### src/rtl/utmr_pkg.sv
package utmr_pkg;
  localparam int unsigned NUM_CH  = 4;
  localparam int unsigned DATA_W  = 32;
  localparam int unsigned CNT_W   = 2 * DATA_W;
  localparam int unsigned ADDR_W  = 5;
  localparam int unsigned SEL_LSB = 2;
  localparam int unsigned SEL_W   = ADDR_W - SEL_LSB;

  localparam logic [SEL_W-1:0] SEL_STATUS = 3'd0;
  localparam logic [SEL_W-1:0] SEL_CNT_LO = 3'd1;
  localparam logic [SEL_W-1:0] SEL_CNT_HI = 3'd2;
  localparam logic [SEL_W-1:0] SEL_CMP0   = 3'd3;
endpackage

### src/rtl/utmr_rst_sync.sv
module utmr_rst_sync (
  input  logic clk,
  input  logic rst_n,
  output logic rst_q
);
  logic [1:0] sync_q;

  always_ff @(posedge clk or negedge rst_n) begin
    if (!rst_n) sync_q <= 2'b00;
    else        sync_q <= {sync_q[0], 1'b1};
  end

  assign rst_q = sync_q[1];
endmodule

### src/rtl/utmr_prescaler.sv
module utmr_prescaler #(
  parameter int unsigned DIV = 100
) (
  input  logic clk,
  input  logic rst_n,
  output logic tick_o
);
  localparam int unsigned PW = (DIV > 1) ? $clog2(DIV) : 1;

  generate
    if (DIV > 1) begin : g_div
      logic [PW-1:0] pc_q, pc_d;

      always_comb begin
        tick_o = (pc_q == PW'(DIV - 1));
        pc_d   = tick_o ? '0 : pc_q + 1'b1;
      end

      always_ff @(posedge clk or negedge rst_n) begin
        if (!rst_n) pc_q <= '0;
        else        pc_q <= pc_d;
      end

      // a tick is never followed directly by another tick
      assert_tick_spacing_R2: assert property (@(posedge clk) disable iff (!rst_n)
        tick_o |=> !tick_o);
    end else begin : g_pass
      assign tick_o = 1'b1;
    end
  endgenerate
endmodule

### src/rtl/utmr_counter.sv
module utmr_counter #(
  parameter int unsigned W = 64
) (
  input  logic         clk,
  input  logic         rst_n,
  input  logic         tick_i,
  output logic [W-1:0] cnt_o,
  output logic [W-1:0] cnt_nxt_o
);
  localparam int unsigned HALF = W / 2;

  logic [W-1:0] cnt_q, cnt_d;

  always_comb begin
    cnt_nxt_o = cnt_q + 1'b1;
    cnt_d     = tick_i ? cnt_nxt_o : cnt_q;
  end

  always_ff @(posedge clk or negedge rst_n) begin
    if (!rst_n) cnt_q <= '0;
    else        cnt_q <= cnt_d;
  end

  assign cnt_o = cnt_q;

  // without a tick the count holds
  assert_hold_R2: assert property (@(posedge clk) disable iff (!rst_n)
    !tick_i |=> $stable(cnt_q));

  // a carry out of the low half advances the high half by one
  assert_carry_R1: assert property (@(posedge clk) disable iff (!rst_n)
    (tick_i && (&cnt_q[HALF-1:0])) |=>
      (cnt_q[W-1:HALF] == $past(cnt_q[W-1:HALF]) + 1'b1) && (cnt_q[HALF-1:0] == '0));
endmodule

### src/rtl/utmr_channel.sv
module utmr_channel #(
  parameter int unsigned DW = 32
) (
  input  logic          clk,
  input  logic          rst_n,
  input  logic          tick_i,
  input  logic [DW-1:0] cnt_nxt_i,
  input  logic          cmp_we_i,
  input  logic [DW-1:0] cmp_wdata_i,
  input  logic          clr_i,
  output logic [DW-1:0] cmp_o,
  output logic          flag_o
);
  logic [DW-1:0] cmp_q, cmp_d;
  logic          flag_q, flag_d;
  logic          hit;

  always_comb begin
    hit    = tick_i && (cnt_nxt_i == cmp_q);
    cmp_d  = cmp_we_i ? cmp_wdata_i : cmp_q;
    flag_d = hit ? 1'b1 : (clr_i ? 1'b0 : flag_q);
  end

  always_ff @(posedge clk or negedge rst_n) begin
    if (!rst_n) begin
      cmp_q  <= '0;
      flag_q <= 1'b0;
    end else begin
      cmp_q  <= cmp_d;
      flag_q <= flag_d;
    end
  end

  assign cmp_o  = cmp_q;
  assign flag_o = flag_q;

  // the flag rises only on a tick whose new count equals the compare value
  assert_set_on_match_R4: assert property (@(posedge clk) disable iff (!rst_n)
    !flag_q ##1 flag_q |-> $past(tick_i && (cnt_nxt_i == cmp_q)));

  // the flag drops only after a clear request
  assert_sticky_R5: assert property (@(posedge clk) disable iff (!rst_n)
    flag_q ##1 !flag_q |-> $past(clr_i));

  // a match in the same cycle as a clear leaves the flag set
  assert_match_wins_R7: assert property (@(posedge clk) disable iff (!rst_n)
    (clr_i && tick_i && (cnt_nxt_i == cmp_q)) |=> flag_q);
endmodule

### src/rtl/utmr_top.sv
module utmr_top #(
  parameter int unsigned PRESCALE = 100
) (
  input  logic                         clk,
  input  logic                         rst_n,
  input  logic [utmr_pkg::ADDR_W-1:0]  bus_addr,
  input  logic                         bus_wr,
  input  logic [utmr_pkg::DATA_W-1:0]  bus_wdata,
  output logic [utmr_pkg::DATA_W-1:0]  bus_rdata,
  output logic [utmr_pkg::NUM_CH-1:0]  irq
);
  import utmr_pkg::*;

  logic                 rst_q;
  logic                 tick;
  logic [CNT_W-1:0]     cnt_q, cnt_nxt;
  logic [SEL_W-1:0]     sel;
  logic [NUM_CH-1:0]    cmp_we;
  logic [NUM_CH-1:0]    clr_vec;
  logic [NUM_CH-1:0]    flags;
  logic [DATA_W-1:0]    cmp_val [NUM_CH];
  logic                 unused_bits;

  assign sel         = bus_addr[ADDR_W-1:SEL_LSB];
  assign unused_bits = ^{bus_addr[SEL_LSB-1:0], cnt_nxt[CNT_W-1:DATA_W]};

  utmr_rst_sync u_rst (
    .clk   (clk),
    .rst_n (rst_n),
    .rst_q (rst_q)
  );

  utmr_prescaler #(.DIV(PRESCALE)) u_pre (
    .clk    (clk),
    .rst_n  (rst_q),
    .tick_o (tick)
  );

  utmr_counter #(.W(CNT_W)) u_cnt (
    .clk       (clk),
    .rst_n     (rst_q),
    .tick_i    (tick),
    .cnt_o     (cnt_q),
    .cnt_nxt_o (cnt_nxt)
  );

  always_comb begin
    clr_vec = (bus_wr && (sel == SEL_STATUS)) ? bus_wdata[NUM_CH-1:0] : '0;
  end

  generate
    for (genvar n = 0; n < NUM_CH; n++) begin : g_ch
      assign cmp_we[n] = bus_wr && (sel == SEL_W'(int'(SEL_CMP0) + n));

      utmr_channel #(.DW(DATA_W)) u_ch (
        .clk         (clk),
        .rst_n       (rst_q),
        .tick_i      (tick),
        .cnt_nxt_i   (cnt_nxt[DATA_W-1:0]),
        .cmp_we_i    (cmp_we[n]),
        .cmp_wdata_i (bus_wdata),
        .clr_i       (clr_vec[n]),
        .cmp_o       (cmp_val[n]),
        .flag_o      (flags[n])
      );
    end
  endgenerate

  always_comb begin
    bus_rdata = '0;
    if (sel == SEL_STATUS)      bus_rdata = {{(DATA_W-NUM_CH){1'b0}}, flags};
    else if (sel == SEL_CNT_LO) bus_rdata = cnt_q[DATA_W-1:0];
    else if (sel == SEL_CNT_HI) bus_rdata = cnt_q[CNT_W-1:DATA_W];
    else begin
      for (int n = 0; n < NUM_CH; n++) begin
        if (sel == SEL_W'(int'(SEL_CMP0) + n)) bus_rdata = cmp_val[n];
      end
    end
  end

  assign irq = flags;

  // status read data matches the interrupt lines and has clear upper bits
  assert_status_irq_R8: assert property (@(posedge clk) disable iff (!rst_q)
    (sel == SEL_STATUS) |-> (bus_rdata == {{(DATA_W-NUM_CH){1'b0}}, irq}));

  // a write to a count register never loads the written data
  assert_cnt_readonly_R9: assert property (@(posedge clk) disable iff (!rst_q)
    (bus_wr && (sel == SEL_CNT_LO) && !tick) |=> $stable(cnt_q));

  // the unmapped slot reads zero
  assert_unmapped_zero_R10: assert property (@(posedge clk) disable iff (!rst_q)
    (sel == 3'd7) |-> (bus_rdata == '0));
endmodule

### config.mk
export PLATFORM = sky130hd
export DESIGN_NAME = utmr_top
export DESIGN_NICKNAME = d
export VERILOG_FILES = /design/src/rtl/utmr_pkg.sv /design/src/rtl/utmr_rst_sync.sv /design/src/rtl/utmr_prescaler.sv /design/src/rtl/utmr_counter.sv /design/src/rtl/utmr_channel.sv /design/src/rtl/utmr_top.sv
export SDC_FILE = /design/constraint.sdc
export NUM_CORES = 1
export LEC_CHECK = 0
export BUFFER_PORTS_ARGS = -buffer_cell sky130_fd_sc_hd__buf_4
export CAP_MARGIN = 20
export CELL_PAD_IN_SITES_DETAIL_PLACEMENT = 1
export CELL_PAD_IN_SITES_GLOBAL_PLACEMENT = 1
export CORE_UTILIZATION = 45
export CTS_CLUSTER_SIZE = 16
export DETAILED_ROUTE_END_ITERATION = 10
export GPL_ROUTABILITY_DRIVEN = 0
export PLACE_DENSITY_LB_ADDON = 0.1
export SLEW_MARGIN = 20
export SYNTH_ARGS = -nofsm -noshare
export SYNTH_HDL_FRONTEND = slang
export SYNTH_SLANG_ARGS = --single-unit
### constraint.sdc
create_clock -name clk -period 10.7 [get_ports clk]
set_clock_uncertainty 0.15 [all_clocks]
set_input_delay 2.675 -clock clk [delete_from_list [all_inputs] [get_ports clk]]
set_output_delay 2.675 -clock clk [all_outputs]
set_load 0.02 [all_outputs]
# After elaboration in Yosys (flattened, before gate mapping)
# Cells that the tools add are included.
# classes
add_sub_neg	2
eq_ne	11
mux	17
reduce_logical	14
# op_table
cell	n
$mux 32	7
$eq 32x32->1	4
$add 64x1->64 const B	1
$eq 3x3->1 const B	3
$logic_and 1x1->1	9
$mux 1	8
$reduce_bool 2->1	4
$add 7x1->7 const B	1
$eq 7x7->1 const B	1
$mux 7	1
$eq 3x2->1 const B	2
$mux 4	1
$eq 3x1->1 const B	1
$logic_not 3->1	1
# totals
register_bits	205
input_bits	40
output_inout_bits	36

# Longest topological paths before layout
# depth
ltp_word	8
mapped_depth	11

# Hierarchy
# From an unflattened synthesis, not the netlist that was laid out.
# unflattened
hier_cells	1277
area_unflattened_um2	13035.0
# by_module_without_submodules
module	instances	cells_per_inst	area_each_um2	seq_area_each_um2
utmr_channel	4	114	1564.0	825.8
utmr_counter	1	464	4179.0	1601.5
utmr_top	1	325	2200.9	0.0
utmr_prescaler	1	29	345.3	175.2
utmr_rst_sync	1	3	53.8	50.0

# Worst setup path before layout
# OpenSTA, ideal clock, no wires.
# synth_path
kind	input-to-output
start	in bus_addr[2] (netlist name)
end	out bus_rdata[12] (netlist name)
t_arrival_ns	4.374
t_required_ns	7.875
path_slack_ns	3.501
stages	7
n_path_buf	3
cell_sequence	clkbuf_1 buf_1 clkbuf_1 mux2i_1 nor2_1 a21oi_1 a21oi_1
# synth_via
elab_chain_len	8
elab_cells_between_ends	14
cone_classes	6 x eq/ne; 7 x mux; 1 x reduce/logical
# synth_lines
item	line	source
start, declared	utmr_top.sv:6	input logic [utmr_pkg::ADDR_W-1:0] bus_addr,
$eq 3x2->1	utmr_top.sv:76	if (sel == SEL_W'(int'(SEL_CMP0) + n)) bus_rdata = cmp_val[n];
$mux 32 (4 in series)	utmr_top.sv:76	
$mux 32	utmr_top.sv:73	else if (sel == SEL_CNT_HI) bus_rdata = cnt_q[CNT_W-1:DATA_W];
$mux 32	utmr_top.sv:72	else if (sel == SEL_CNT_LO) bus_rdata = cnt_q[DATA_W-1:0];
$mux 32 (*)	utmr_top.sv:71	if (sel == SEL_STATUS) bus_rdata = {{(DATA_W-NUM_CH){1'b0}}, flags};
end, declared	utmr_top.sv:9	output logic [utmr_pkg::DATA_W-1:0] bus_rdata,
# Mark *: on every way between the ends. The rest lies on a longest branch, timed or not.

# Worst setup path in the final report
# layout_path
start	in bus_addr[2] (netlist name)
end	out bus_rdata[18] (netlist name)
# Same word-level chain as after synthesis.

==> impl_table.tex <==
\begin{tabular}{lr}
\hline
Metric & Value \\
\hline
\multicolumn{2}{l}{\textbf{Outcome}} \\
Run status & complete, no violations \\
\multicolumn{2}{l}{\textbf{Worst hold path}} \\
Hold Path Stages & 0 \\
Classification of the worst-slack hold path & reg -> reg \\
\multicolumn{2}{l}{\textbf{Place}} \\
Number of placed instances with taps included & around 1.8k \\
Hpwl dp & around 36000 um \\
Count of buffers from port buffering & 73 \\
\multicolumn{2}{l}{\textbf{Final layout}} \\
Number of standard cells in the final layout excluding fillers & between 1.5k and 2k \\
Ant. Diodes & 0 \\
Final nets & around 1.5k \\
Layout area overhead & 12.0\% \\
Final core utilization & a little over 50\% \\
Share of cells above drive strength 1 & 22.2\% \\
\multicolumn{2}{l}{\textbf{Floorplan}} \\
Floorplan die width & between 150 and 200 um \\
Floorplan row count & between 60 and 70 \\
Top-level I/O count & 76 \\
Die H & between 150 and 200 um \\
Std-Cell Core Area & about 29000 sq um \\
Initial Util & a little under half \\
Die Area & about 30000 sq um \\
\multicolumn{2}{l}{\textbf{STA}} \\
Max Transition Viols Final & 0 \\
Post-Route Setup TNS & 0 ns \\
Peak Freq & 129 MHz \\
\# setup viols final & 0 \\
Clock period minus worst slack & slightly below 8 ns \\
Setup repair after global routing missed its margin & false \\
Final Hold Viols & 0 \\
Part of the cycle the worst path needs & 72.3\% \\
Max-slew headroom & between 20 and 30\% \\
Slew at the pin closest to its max-slew limit & roughly 1.1 ns \\
\multicolumn{2}{l}{\textbf{Synth}} \\
Average size of a mapped cell & roughly 9.6 sq um \\
Cell types occupying the most area after synthesis & dfrtp\_1, mux2\_2, xnor2\_1 \\
Post-Syn Nets & $\sim$1.4k \\
Number of register bits inferred by synthesis & a little over 200 \\
Post-synthesis cell area & $\sim$13000 sq um \\
Proportion of synthesized chip area in sequential cells & about two fifths \\
Flip-flop cell with the highest count after synthesis & dfrtp\_1 \\
Mapped Cells & between 1k and 1.5k \\
Proportion of register bits with asynchronous set or reset after synthesis & 100\% \\
Warnings, synthesis & 0 \\
Count of different cell masters after synthesis & 77 \\
Count of flip-flops with a built-in enable after synthesis & 0 \\
Fraction of post-synthesis cell area in the top cell type by area & 38.1\% \\
Post-synthesis cell type with the largest combined area & dfrtp\_1 \\
\multicolumn{2}{l}{\textbf{Worst setup path}} \\
Slowest library cell on the worst path & buf\_4 \\
Critical path capture point type & output port \\
CP most frequent cell & buf\_4 \\
CP arrival & 4.91 ns \\
Maximum net fanout on the critical path & 52 \\
Top Family by Delay on Critical Path & buffers and inverters \\
Crit start category & input port \\
Crit path cell chain & buf\_4 -> buf\_4 -> mux2\_2 -> a221oi\_1 -> a21oi\_1 -> buf\_4 \\
Reg2Reg Depth & 9 \\
Req. time, crit path & 7.88 ns \\
Stages on the worst setup path & 6 \\
Start-to-end type of the worst setup path & in -> out \\
Buffer and inverter count on the worst path & 3 \\
Peak per-stage delay on the critical path & about 0.67 ns \\
\multicolumn{2}{l}{\textbf{Clock network}} \\
Number of hold-repair buffers added at the cts stage & 0 \\
Clock Path Buffers & 3 \\
Post\_cts resized & 0 \\
\# clock sinks & around 200 \\
Number of clock buffers inserted by TritonCTS & 24 \\
Number of setup buffers added after CTS & 0 \\
Clock transition at the registers of the reported paths & about 0.060 ns \\
CTS H-Tree Depth & 1 \\
Insertion delay of the later-clocked pin in the worst-skew pair & approximately 0.54 ns \\
CTS Root Buffer Type & clkbuf\_16 \\
CTS tree & built \\
\multicolumn{2}{l}{\textbf{Detailed routing}} \\
Overall via count from detail\_route & $\sim$12k \\
DRC violation total after the first TritonRoute iteration & 1088 \\
Routed wire per std cell & 27.7 um \\
First-pass DRT Iterations & 6 \\
DRC & 0 \\
ANT nets after route & 0 \\
Total detailed-routing wirelength & 50400 um \\
Detailed-route vias per instance & between 6 and 7 \\
\multicolumn{2}{l}{\textbf{Job}} \\
Max-cap violations & 0 \\
\multicolumn{2}{l}{\textbf{Pwr}} \\
Worst IR drop on VDD & $\sim$0.00022 V \\
LEAKAGE & 6.06 nW \\
PD cells & 165 nW/um\^{}2 \\
\multicolumn{2}{l}{\textbf{Global route}} \\
Combined global-route utilization of all metal layers & $\sim$33\% \\
Vias in the first global route & $\sim$12k \\
First-pass GRT wire length & 77200 um \\
Antenna violations before repair & 0 \\
Maximum number of pins on one net before global-route repair & 77 \\
Gr ovfl total & 0 \\
\hline
\end{tabular}
## stage by stage
step           hold WS (ns)  setup slack, ns  cell area (sq um)  total power [mW]
5_1_grt               0.216             2.88              15100              2.57
4_1_cts               0.209             2.97              15100              2.49
2_1_floorplan         0.181             3.50              13500              1.35
3_5_place_dp          0.189             2.98              14200              1.58
6_report              0.207             2.96              15100              2.48
3_3_place_gp          0.190             3.02              14200              1.55
## where the power goes
group	total, mW	switching [mW]	internal [mW]
sequential	1.06	0.176	0.884
combinational	0.515	0.263	0.252
clock	0.906	0.345	0.561
total	2.48	0.784	1.70
## logic make-up (layout without fill, tap and decap cells)
logic type                 after synthesis  after routing  share of synthesized area [%]
adders and majority gates                2              2                          0.186
DFF                                    205            205                           38.1
xor gates and xnor gates               203            203                           13.4
buffers and inverters                  120            152                           3.77
and+or+nand+nor                        449            449                           18.1
muxes                                  180            180                           14.8
other                                    1              1                         0.0279
AOI/OAI and AO/OA                      240            240                           11.6
## registers in the layout, indices dropped and copies added, names as in the netlist
name / cells
u_cnt.cnt_o: 64
u_pre.g_div.pc_q: 7
g_ch.u_ch.cmp_o: 128
u_rst.sync_q: 2
g_ch.u_ch.flag_o: 4
## worst register-to-register path, stage by stage, from the launching register on
cell and delay, ns:
dfrtp_1 0.71, nand4_2 0.56, nor4_2 0.39, buf_4 0.26
and4_1 0.43, xnor2_1 0.26, a2111oi_0 0.79, nand2_1 0.14
nor4_1 0.93, a22o_1 0.24
## per-layer routing
| layer | track usage (%) | part of all wire (%) | wire length (um) | up-vias |
|---|---|---|---|---|
| li1 | - | - | - | 5070 |
| met1 | 47.2 | 44 | 22100 | 5993 |
| met2 | 52.4 | 45 | 22800 | 512 |
| met3 | 5.13 | 7.1 | 3570 | 96 |
| met4 | 11.2 | 3.7 | 1860 | 0 |
| met5 | 0 | 0 | 0 | - |
## final cells by class
type                            count  area [sq um]
Clock buffer                       33           716
Clock inverter                      9           149
Fill cell                        3259         14000
Inverter                           20          75.1
Multi-Input combinational cell   1075          7840
Sequential cell                   205          5130
Tap cell                          384           480
Timing Repair Buffer               90           676
## placed cells by master, fill, tap and decap left out, drive strengths merged, types with 6 or more instances in the layout
cell     count
nor2b        9
xnor2      137
mux2       151
o21ai       38
nor4        33
a2111oi      6
a21oi       92
mux2i       29
a31oi       15
or4          9
or3          7
nand3b       7
a211oi       7
clkbuf      33
and3        18
buf         90
nand4       37
nand2      104
nor2       105
nor3        31
dfrtp      205
inv         20
and2         6
nand2b      19
xor2        65
a221oi      29
nand3       43
## final timing paths
check                      slack (ns)                  end            start
max in group asynchronous        8.54      u_rst.sync_q[1]            rst_n
min reg2reg                      0.21      u_rst.sync_q[1]  u_rst.sync_q[0]
min                              0.21      u_rst.sync_q[1]  u_rst.sync_q[0]
max                              2.96        bus_rdata[18]      bus_addr[2]
max reg2reg                      5.74  g_ch[2].u_ch.flag_o   u_cnt.cnt_o[6]
min in group asynchronous        0.29      u_cnt.cnt_o[10]  u_rst.sync_q[1]
## cell usage after synthesis (6+ instances only)
| master | instances |
|---|---|
| dfrtp_1 | 205 |
| mux2_2 | 151 |
| xnor2_1 | 136 |
| nor2_1 | 104 |
| nand2_1 | 103 |
| a21oi_1 | 92 |
| xor2_1 | 65 |
| clkbuf_1 | 62 |
| nand3_1 | 40 |
| o21ai_0 | 38 |
| nand4_1 | 32 |
| a221oi_1 | 29 |
| mux2i_1 | 29 |
| nor3_1 | 28 |
| nor4_1 | 24 |
| inv_1 | 20 |
| nand2b_1 | 19 |
| and3_1 | 18 |
| a31oi_1 | 15 |
| buf_2 | 15 |
| buf_1 | 14 |
| nor2b_1 | 9 |
| buf_4 | 8 |
| or4_1 | 8 |
| nand3b_1 | 7 |
| or3_1 | 7 |
| a2111oi_0 | 6 |
| a211oi_1 | 6 |
| and2_1 | 6 |
| nor4_2 | 6 |
(Power assumes the default switching activity.)
